==> src/rtl/dbg_cmd_pkg.sv <==
package dbg_cmd_pkg;
    localparam int CODE_W = 4;

    typedef enum logic [1:0] {
        FL_READ       = 2'd0,
        FL_WRITE      = 2'd1,
        FL_PAGE_ERASE = 2'd2,
        FL_PART_ERASE = 2'd3
    } fl_op_e;

    typedef enum logic [1:0] {
        ST_IDLE,
        ST_EXEC,
        ST_PORT,
        ST_FLASH
    } st_e;

    typedef enum logic [3:0] {
        C_PORT_WR  = 4'd0,
        C_FL_WR    = 4'd1,
        C_PORT_RD  = 4'd2,
        C_FL_RD    = 4'd3,
        C_ACC_RD   = 4'd4,
        C_PC_FL_RD = 4'd5,
        C_PC_RD    = 4'd6,
        C_HALT     = 4'd7,
        C_RUN      = 4'd8,
        C_STEP     = 4'd9,
        C_PC_CLR   = 4'd10,
        C_MOD_RST  = 4'd11,
        C_NOP      = 4'd12,
        C_PAGE_ER  = 4'd13,
        C_PART_ER  = 4'd14,
        C_AUX_SEL  = 4'd15
    } cmd_e;

    // bit n set: command n needs a halted CPU
    localparam logic [15:0] HALT_ONLY = 16'hEF7A;
endpackage

==> src/rtl/dbg_regs.sv <==
module dbg_regs
    import dbg_cmd_pkg::*;
#(
    parameter int DW = 16,
    parameter int AW = 16,
    parameter int MW = 4,
    parameter int BW = 8
) (
    input  logic              clk,
    input  logic              rst_n,
    input  logic              wr_valid,
    input  logic [CODE_W-1:0] wr_addr,
    input  logic [CODE_W-1:0] wr_data,
    input  logic              lock,
    input  logic              ld_full,
    input  logic              ld_low,
    input  logic [DW-1:0]     ld_val,
    output logic [DW-1:0]     data_q,
    output logic [AW-1:0]     addr_q,
    output logic [MW-1:0]     mode_q,
    output logic              cmd_wr,
    output logic [CODE_W-1:0] cmd_val
);
    localparam int NIB       = CODE_W;
    localparam int DSL       = DW / NIB;
    localparam int ASL       = AW / NIB;
    localparam int DATA_BASE = 0;
    localparam int ADDR_BASE = DATA_BASE + DSL;
    localparam int CMD_CODE  = ADDR_BASE + ASL;
    localparam int MODE_CODE = CMD_CODE + 1;

    typedef struct packed {
        logic [DW-1:0] data;
        logic [AW-1:0] addr;
        logic [MW-1:0] mode;
    } regs_t;

    regs_t r_d, r_q;

    always_comb begin
        r_d = r_q;
        for (int i = 0; i < DSL; i++) begin
            if (wr_valid && !lock && wr_addr == CODE_W'(DATA_BASE + i))
                r_d.data[i*NIB +: NIB] = wr_data;
        end
        for (int j = 0; j < ASL; j++) begin
            if (wr_valid && !lock && wr_addr == CODE_W'(ADDR_BASE + j))
                r_d.addr[j*NIB +: NIB] = wr_data;
        end
        if (wr_valid && wr_addr == CODE_W'(MODE_CODE))
            r_d.mode = wr_data[MW-1:0];
        if (ld_full)
            r_d.data = ld_val;
        else if (ld_low)
            r_d.data[BW-1:0] = ld_val[BW-1:0];
    end

    always_ff @(posedge clk or negedge rst_n) begin
        if (!rst_n) r_q <= '0;
        else        r_q <= r_d;
    end

    assign data_q  = r_q.data;
    assign addr_q  = r_q.addr;
    assign mode_q  = r_q.mode;
    assign cmd_wr  = wr_valid && !lock && wr_addr == CODE_W'(CMD_CODE);
    assign cmd_val = wr_data;

    assert_lock_addr_R3: assert property (@(posedge clk) disable iff (!rst_n)
        (lock && wr_valid) |=> $stable(addr_q));
    assert_ignore_high_R2: assert property (@(posedge clk) disable iff (!rst_n)
        (wr_valid && wr_addr > CODE_W'(MODE_CODE) && !ld_full && !ld_low)
        |=> ($stable(data_q) && $stable(addr_q) && $stable(mode_q)));
endmodule

==> src/rtl/dbg_port_gate.sv <==
module dbg_port_gate (
    input  logic clk,
    input  logic rst_n,
    input  logic want,
    input  logic cpu_busy,
    output logic port_req
);
    assign port_req = want && !cpu_busy;

    // a blocked debug access must keep asking
    assert_debug_waits_R5: assert property (@(posedge clk) disable iff (!rst_n)
        (want && cpu_busy) |=> want);
endmodule

==> src/rtl/dbg_dispatch.sv <==
module dbg_dispatch
    import dbg_cmd_pkg::*;
#(
    parameter int DW        = 16,
    parameter int FAW       = 12,
    parameter int AUX_AW    = 7,
    parameter int PAGE_BITS = 6,
    parameter int BW        = 8,
    parameter int PSEL_W    = 4
) (
    input  logic              clk,
    input  logic              rst_n,
    input  logic              cmd_wr,
    input  logic [CODE_W-1:0] cmd_val,
    input  logic [DW-1:0]     data_q,
    input  logic [FAW-1:0]    fa_in,
    input  logic              cpu_halted,
    input  logic [DW-1:0]     cpu_acc,
    input  logic [DW-1:0]     cpu_pc,
    input  logic [DW-1:0]     port_rdata,
    input  logic              port_ack,
    input  logic [BW-1:0]     fl_rdata,
    input  logic              fl_ack,
    output logic              busy,
    output logic              err,
    output logic              aux_sel,
    output logic              port_want,
    output logic              port_we,
    output logic [PSEL_W-1:0] port_sel,
    output logic [DW-1:0]     port_wdata,
    output logic              fl_req,
    output logic [1:0]        fl_op,
    output logic [FAW-1:0]    fl_addr,
    output logic [BW-1:0]     fl_wdata,
    output logic              halt_req,
    output logic              run_req,
    output logic              step_req,
    output logic              pc_clr,
    output logic              mod_rst,
    output logic              ld_full,
    output logic              ld_low,
    output logic [DW-1:0]     ld_val
);
    localparam logic [FAW-1:0] AUX_MASK =
        {{(FAW-AUX_AW){1'b0}}, {AUX_AW{1'b1}}};

    typedef struct packed {
        st_e  st;
        cmd_e cmd;
        logic err;
        logic aux;
    } ctl_t;

    ctl_t c_d, c_q;
    logic [FAW-1:0] fa_base;
    logic           is_read;

    always_comb begin
        c_d       = c_q;
        port_want = 1'b0;
        fl_req    = 1'b0;
        halt_req  = 1'b0;
        run_req   = 1'b0;
        step_req  = 1'b0;
        pc_clr    = 1'b0;
        mod_rst   = 1'b0;
        ld_full   = 1'b0;
        ld_low    = 1'b0;
        ld_val    = '0;
        is_read   = (c_q.cmd == C_FL_RD) || (c_q.cmd == C_PC_FL_RD);

        unique case (c_q.st)
            ST_IDLE: begin
                if (cmd_wr) begin
                    c_d.cmd = cmd_e'(cmd_val);
                    c_d.err = 1'b0;
                    c_d.st  = ST_EXEC;
                end
            end
            ST_EXEC: begin
                c_d.st = ST_IDLE;
                if (HALT_ONLY[c_q.cmd] && !cpu_halted) begin
                    c_d.err = 1'b1;
                end else begin
                    unique case (c_q.cmd)
                        C_PORT_WR, C_PORT_RD: c_d.st = ST_PORT;
                        C_FL_WR, C_FL_RD, C_PC_FL_RD,
                        C_PAGE_ER, C_PART_ER: c_d.st = ST_FLASH;
                        C_ACC_RD: begin ld_full = 1'b1; ld_val = cpu_acc; end
                        C_PC_RD:  begin ld_full = 1'b1; ld_val = cpu_pc;  end
                        C_HALT:   begin halt_req = 1'b1; c_d.aux = 1'b0; end
                        C_RUN:    run_req  = 1'b1;
                        C_STEP:   step_req = 1'b1;
                        C_PC_CLR: pc_clr   = 1'b1;
                        C_MOD_RST: mod_rst = 1'b1;
                        C_AUX_SEL: c_d.aux = 1'b1;
                        default: ;
                    endcase
                end
            end
            ST_PORT: begin
                port_want = 1'b1;
                if (port_ack) begin
                    c_d.st = ST_IDLE;
                    if (c_q.cmd == C_PORT_RD) begin
                        ld_full = 1'b1;
                        ld_val  = port_rdata;
                    end
                end
            end
            ST_FLASH: begin
                fl_req = 1'b1;
                if (fl_ack) begin
                    c_d.st = ST_IDLE;
                    if (is_read) begin
                        ld_low = 1'b1;
                        ld_val = {{(DW-BW){1'b0}}, fl_rdata};
                    end
                end
            end
            default: c_d.st = ST_IDLE;
        endcase
    end

    always_comb begin
        fa_base = (c_q.cmd == C_PC_FL_RD) ? cpu_pc[FAW-1:0] : fa_in;
        if (c_q.cmd == C_PAGE_ER) fa_base[PAGE_BITS-1:0] = '0;
        if (c_q.cmd == C_PART_ER) fa_base = '0;
        fl_addr = fa_base & (c_q.aux ? AUX_MASK : {FAW{1'b1}});
        unique case (c_q.cmd)
            C_FL_WR:   fl_op = FL_WRITE;
            C_PAGE_ER: fl_op = FL_PAGE_ERASE;
            C_PART_ER: fl_op = FL_PART_ERASE;
            default:   fl_op = FL_READ;
        endcase
    end

    always_ff @(posedge clk or negedge rst_n) begin
        if (!rst_n) c_q <= '{st: ST_IDLE, cmd: C_NOP, err: 1'b0, aux: 1'b0};
        else        c_q <= c_d;
    end

    assign busy       = (c_q.st != ST_IDLE);
    assign err        = c_q.err;
    assign aux_sel    = c_q.aux;
    assign port_we    = (c_q.cmd == C_PORT_WR);
    assign port_sel   = fa_in[PSEL_W-1:0];
    assign port_wdata = data_q;
    assign fl_wdata   = data_q[BW-1:0];

    assert_busy_after_cmd_R2: assert property (@(posedge clk) disable iff (!rst_n)
        cmd_wr |=> busy);
    assert_one_pulse_R8: assert property (@(posedge clk) disable iff (!rst_n)
        $onehot0({halt_req, run_req, step_req, pc_clr, mod_rst}));
    assert_one_target_R4: assert property (@(posedge clk) disable iff (!rst_n)
        !(port_want && fl_req));
    assert_aux_mask_R11: assert property (@(posedge clk) disable iff (!rst_n)
        (fl_req && aux_sel) |-> (fl_addr[FAW-1:AUX_AW] == '0));
    assert_halt_clears_aux_R10: assert property (@(posedge clk) disable iff (!rst_n)
        halt_req |=> !aux_sel);
    assert_no_err_on_run_R12: assert property (@(posedge clk) disable iff (!rst_n)
        fl_req |-> !err);
    assert_port_ack_R5: assert property (@(posedge clk) disable iff (!rst_n)
        (port_ack && busy) |-> port_want);
endmodule

==> src/rtl/dbg_cmd_ctrl.sv <==
module dbg_cmd_ctrl
    import dbg_cmd_pkg::*;
#(
    parameter int DW        = 16,
    parameter int AW        = 16,
    parameter int MW        = 4,
    parameter int FAW       = 12,
    parameter int AUX_AW    = 7,
    parameter int PAGE_BITS = 6,
    parameter int BW        = 8,
    parameter int PSEL_W    = 4
) (
    input  logic              clk,
    input  logic              rst_n,
    input  logic              wr_valid,
    input  logic [3:0]        wr_addr,
    input  logic [3:0]        wr_data,
    output logic [DW-1:0]     hold_data,
    output logic [AW-1:0]     addr_reg,
    output logic [MW-1:0]     mode_reg,
    output logic              busy,
    output logic              err,
    output logic              aux_sel,
    input  logic              cpu_halted,
    input  logic [DW-1:0]     cpu_acc,
    input  logic [DW-1:0]     cpu_pc,
    output logic              halt_req,
    output logic              run_req,
    output logic              step_req,
    output logic              pc_clr,
    output logic              mod_rst,
    input  logic              cpu_port_busy,
    output logic              port_req,
    output logic              port_we,
    output logic [PSEL_W-1:0] port_sel,
    output logic [DW-1:0]     port_wdata,
    input  logic [DW-1:0]     port_rdata,
    input  logic              port_ack,
    output logic              fl_req,
    output logic [1:0]        fl_op,
    output logic              fl_aux,
    output logic [FAW-1:0]    fl_addr,
    output logic [BW-1:0]     fl_wdata,
    input  logic [BW-1:0]     fl_rdata,
    input  logic              fl_ack
);
    logic              cmd_wr;
    logic [CODE_W-1:0] cmd_val;
    logic              ld_full, ld_low;
    logic [DW-1:0]     ld_val;
    logic              port_want;

    dbg_regs #(.DW(DW), .AW(AW), .MW(MW), .BW(BW)) u_regs (
        .clk(clk), .rst_n(rst_n),
        .wr_valid(wr_valid), .wr_addr(wr_addr), .wr_data(wr_data),
        .lock(busy), .ld_full(ld_full), .ld_low(ld_low), .ld_val(ld_val),
        .data_q(hold_data), .addr_q(addr_reg), .mode_q(mode_reg),
        .cmd_wr(cmd_wr), .cmd_val(cmd_val)
    );

    dbg_dispatch #(.DW(DW), .FAW(FAW), .AUX_AW(AUX_AW), .PAGE_BITS(PAGE_BITS),
                   .BW(BW), .PSEL_W(PSEL_W)) u_disp (
        .clk(clk), .rst_n(rst_n),
        .cmd_wr(cmd_wr), .cmd_val(cmd_val),
        .data_q(hold_data), .fa_in(addr_reg[FAW-1:0]),
        .cpu_halted(cpu_halted), .cpu_acc(cpu_acc), .cpu_pc(cpu_pc),
        .port_rdata(port_rdata), .port_ack(port_ack),
        .fl_rdata(fl_rdata), .fl_ack(fl_ack),
        .busy(busy), .err(err), .aux_sel(aux_sel),
        .port_want(port_want), .port_we(port_we), .port_sel(port_sel),
        .port_wdata(port_wdata),
        .fl_req(fl_req), .fl_op(fl_op), .fl_addr(fl_addr), .fl_wdata(fl_wdata),
        .halt_req(halt_req), .run_req(run_req), .step_req(step_req),
        .pc_clr(pc_clr), .mod_rst(mod_rst),
        .ld_full(ld_full), .ld_low(ld_low), .ld_val(ld_val)
    );

    dbg_port_gate u_gate (
        .clk(clk), .rst_n(rst_n),
        .want(port_want), .cpu_busy(cpu_port_busy), .port_req(port_req)
    );

    assign fl_aux = aux_sel;
endmodule

==> config.mk <==
export PLATFORM = sky130hd
export DESIGN_NAME = dbg_cmd_ctrl
export DESIGN_NICKNAME = d
export VERILOG_FILES = /design/src/rtl/dbg_cmd_pkg.sv /design/src/rtl/dbg_regs.sv /design/src/rtl/dbg_port_gate.sv /design/src/rtl/dbg_dispatch.sv /design/src/rtl/dbg_cmd_ctrl.sv
export SDC_FILE = /design/constraint.sdc
export NUM_CORES = 1
export LEC_CHECK = 0
export ABC_AREA = 1
export ABC_CLOCK_PERIOD_IN_PS = 3700
export CORE_AREA = 2 2 85 95
export CTS_BUF_LIST = sky130_fd_sc_hd__clkbuf_8
export CTS_CLUSTER_DIAMETER = 30
export DETAILED_ROUTE_END_ITERATION = 7
export DIE_AREA = 0 0 87 97
export PLACE_DENSITY = 0.87
export REMOVE_ABC_BUFFERS = 1
export SYNTH_ARGS = -nofsm -noshare
export SYNTH_HDL_FRONTEND = slang
export SYNTH_HIERARCHICAL = 1
export SYNTH_SLANG_ARGS = --single-unit
==> constraint.sdc <==
create_clock -name clk -period 3.7 [get_ports clk]
set_clock_uncertainty 0.2 [all_clocks]
set_input_delay 0.37 -clock clk [delete_from_list [all_inputs] [get_ports clk]]
set_output_delay 0.37 -clock clk [all_outputs]
set_load 0.05 [all_outputs]
==> metrics <==
post-synthesis mux area share=0; Power per Cell Area=969 nW/um^2; Initial Utilization=0.455; clk root buf=clkbuf_8; DP Worst Slack=626 ps; adder-cell area share of the yosys netlist=0.0149; core area=7390 sq um; Via Count=3756; P_leak=2.25 nW; Synth Area in Compound Gates=0.108; total of max-cap violations=0; Final setup violation count=0; Synth Area per Inst=6.57 sq um; IO Count=161; share of cells above drive strength 1=0.0849; First DRT Iteration DRCs=240; Slew @ Worst Pin=1030 ps; CTS clk-pin slew, worst paths=90 ps; metal3 WL=765 um; total CTS buffers=5; uppermost routed layer=met4; Die X=87 um; clk sinks=44; DRC viols=0; Crit. Startpoint=u_disp/c_q[4]; YS warnings=6; # fillers=621; num rows=33; Final #Nets=710; Mapped Cells=512; fmax=0.302 GHz; wire length of the first global-routing pass=17100 um; Die ar.=8440 sq um; CTS Hold Bufs=0; post-route cell area=4860 sq um; Worst setup EP type=output port; n_diodes=0; fin crit share=0.895; Slew Limit Headroom=0.313; TritonCTS clock tree=built; post-route setup slack=388 ps; area grow syn2layout=44.6%; met2 routed WL=5530 um; post-synthesis cell type count=26; Post-CTS Resized=0; Netlist Area Pre-Place=3360 sq um; clock latency on the worst-skew pair=290 ps; largest net degree at the start of global routing=45; Vias/cell=5.20; status=finished, final reports clean; antenna viol nets, final=0; final wirelength=10900 um; Worst Path Required=3130 ps; commonest cells after routing, fill and taps aside=nand2_1, clkdlybuf4s50_1, nand3_1; critical path class=flip-flop to output port; die height=97 um; final cell utilization of the core=0.658; Detailed Routing Iterations Pass 1=5; largest family of logic cells by synthesized area=simple AND/OR/NAND/NOR gates; RSZ-0062 raised after global routing=no; register area share after synthesis=0.328; Synth Area in XOR/XNOR=0; post-synth top area share=0.313; PortBufs=160; Setup TNS=0 ps; R2R cell count=15; placed cell area=4750 sq um; number of synthesized register bits=44; aggregate global routing overflow=0; worst vdd ir=469 uV; Synth Area in Simple Gates=0.396; vias in the first global route=3617; critical path launch point type=flip-flop; M1 WL=4250 um; total global-route track usage=0.254; H-tree Lvls=2; crit path max fanout=14; RR Startpoint=u_disp/c_q[4]; setup bufs post-CTS=0; WL/cell=15.0 um; pins over their slew limit=0; most common cell after layout, fill and taps aside=nand2_1; clk buf depth=2; top cells by area, synth=dfrtp_1, nand2_1, nand3_1, buf_4, o21ai_0; largest area contributor in the netlist=dfrtp_1; Final GP Congestion=0.899; FF-to-FF End=u_regs/data_q[4]; Worst R2R Setup Slack=560 ps; Tmin final=3310 ps; Final Hold Viols=0; antenna violations before repair=0; crit path DAT=2740 ps; Hold Crit Class=input port to async pin; post-DP HPWL=8730 um
==> cell type report <==
class | count | area (sq um) | area share
Multi-Input combinational cell | 374 | 1740 | 0.358
Timing Repair Buffer | 162 | 1610 | 0.331
Sequential cell | 44 | 1100 | 0.227
Inverter | 48 | 180 | 0.0371
Tap cell | 87 | 109 | 0.0224
Clock buffer | 5 | 68.8 | 0.0142
Clock inverter | 3 | 46.3 | 0.00952
==> power by group <==
part	switching [mW]	internal [mW]	leakage, nW
logic	2.37	1.04	1.64
registers	0.211	0.699	0.552
clock network	0.181	0.204	0.0548
==> worst max-delay path, cell delays in order (launching register included) <==
cell	delay (ps)
dfstp_2	570
inv_2	80
nor2_4	80
nand2_1	270
inv_1	390
o21ai_0	120
nor2_1	110
clkdlybuf4s50_1	820
==> how the worst max path moves through the flow <==
stage / end / cells past startpoint
finish: fl_addr[9] / 7
global route: fl_addr[9] / 7
CTS: fl_addr[9] / 7
detailed placement: u_regs/data_q[4] / 15
global placement: u_regs/data_q[6] / 15
floorplan: mod_rst / 8
==> flip-flops by register name, indices dropped and copies added, names as in the netlist <==
signal and count:
u_disp/c_q 6, u_regs/mode_q 4, u_regs/addr_q 16, u_disp/aux_sel 1, u_disp/err 1, u_regs/data_q 16
==> stage by stage <==
stage                     power, mW  hold slack, ps  cells
after floorplan                3.13            -126    466
after global placement         4.28             265    715
after detailed placement       4.33             275    715
after CTS                      4.72            72.1    723
after global routing           4.93             119    723
final                          4.71            45.1    723
==> cell usage after synthesis <==
master and number:
nand2_1 169, nand3_1 60, nor2_1 50, o21ai_0 47, inv_1 45, dfrtp_1 42, buf_4 36, nand2_2 15
a21oi_2 10, buf_2 7, nor2_2 7, ha_1 4, nor2_4 3, dfstp_2 2, inv_2 2, nand3_2 2
o21ai_1 2, a211oi_1 1, buf_6 1, buf_8 1, clkbuf_1 1, clkinv_1 1, nor3_4 1, o211ai_1 1
o21ai_2 1, o22ai_1 1
==> kinds of logic (layout without fill, tap and decap cells) <==
| family | after synthesis | count (layout) |
|---|---|---|
| AO/OA/AOI/OAI | 63 | 63 |
| adder cells (fa/ha/maj) | 4 | 4 |
| buffers and inverters | 94 | 218 |
| flip-flops | 44 | 44 |
| AND/OR/NAND/NOR | 307 | 307 |
==> metal layers <==
layer / vias up / global-route usage
li1: 1828 / -
met1: 1714 / 0.311
met2: 186 / 0.446
met3: 28 / 0.0384
met4: 0 / 0.0841
met5: - / 0
(Power assumes the default switching activity.)
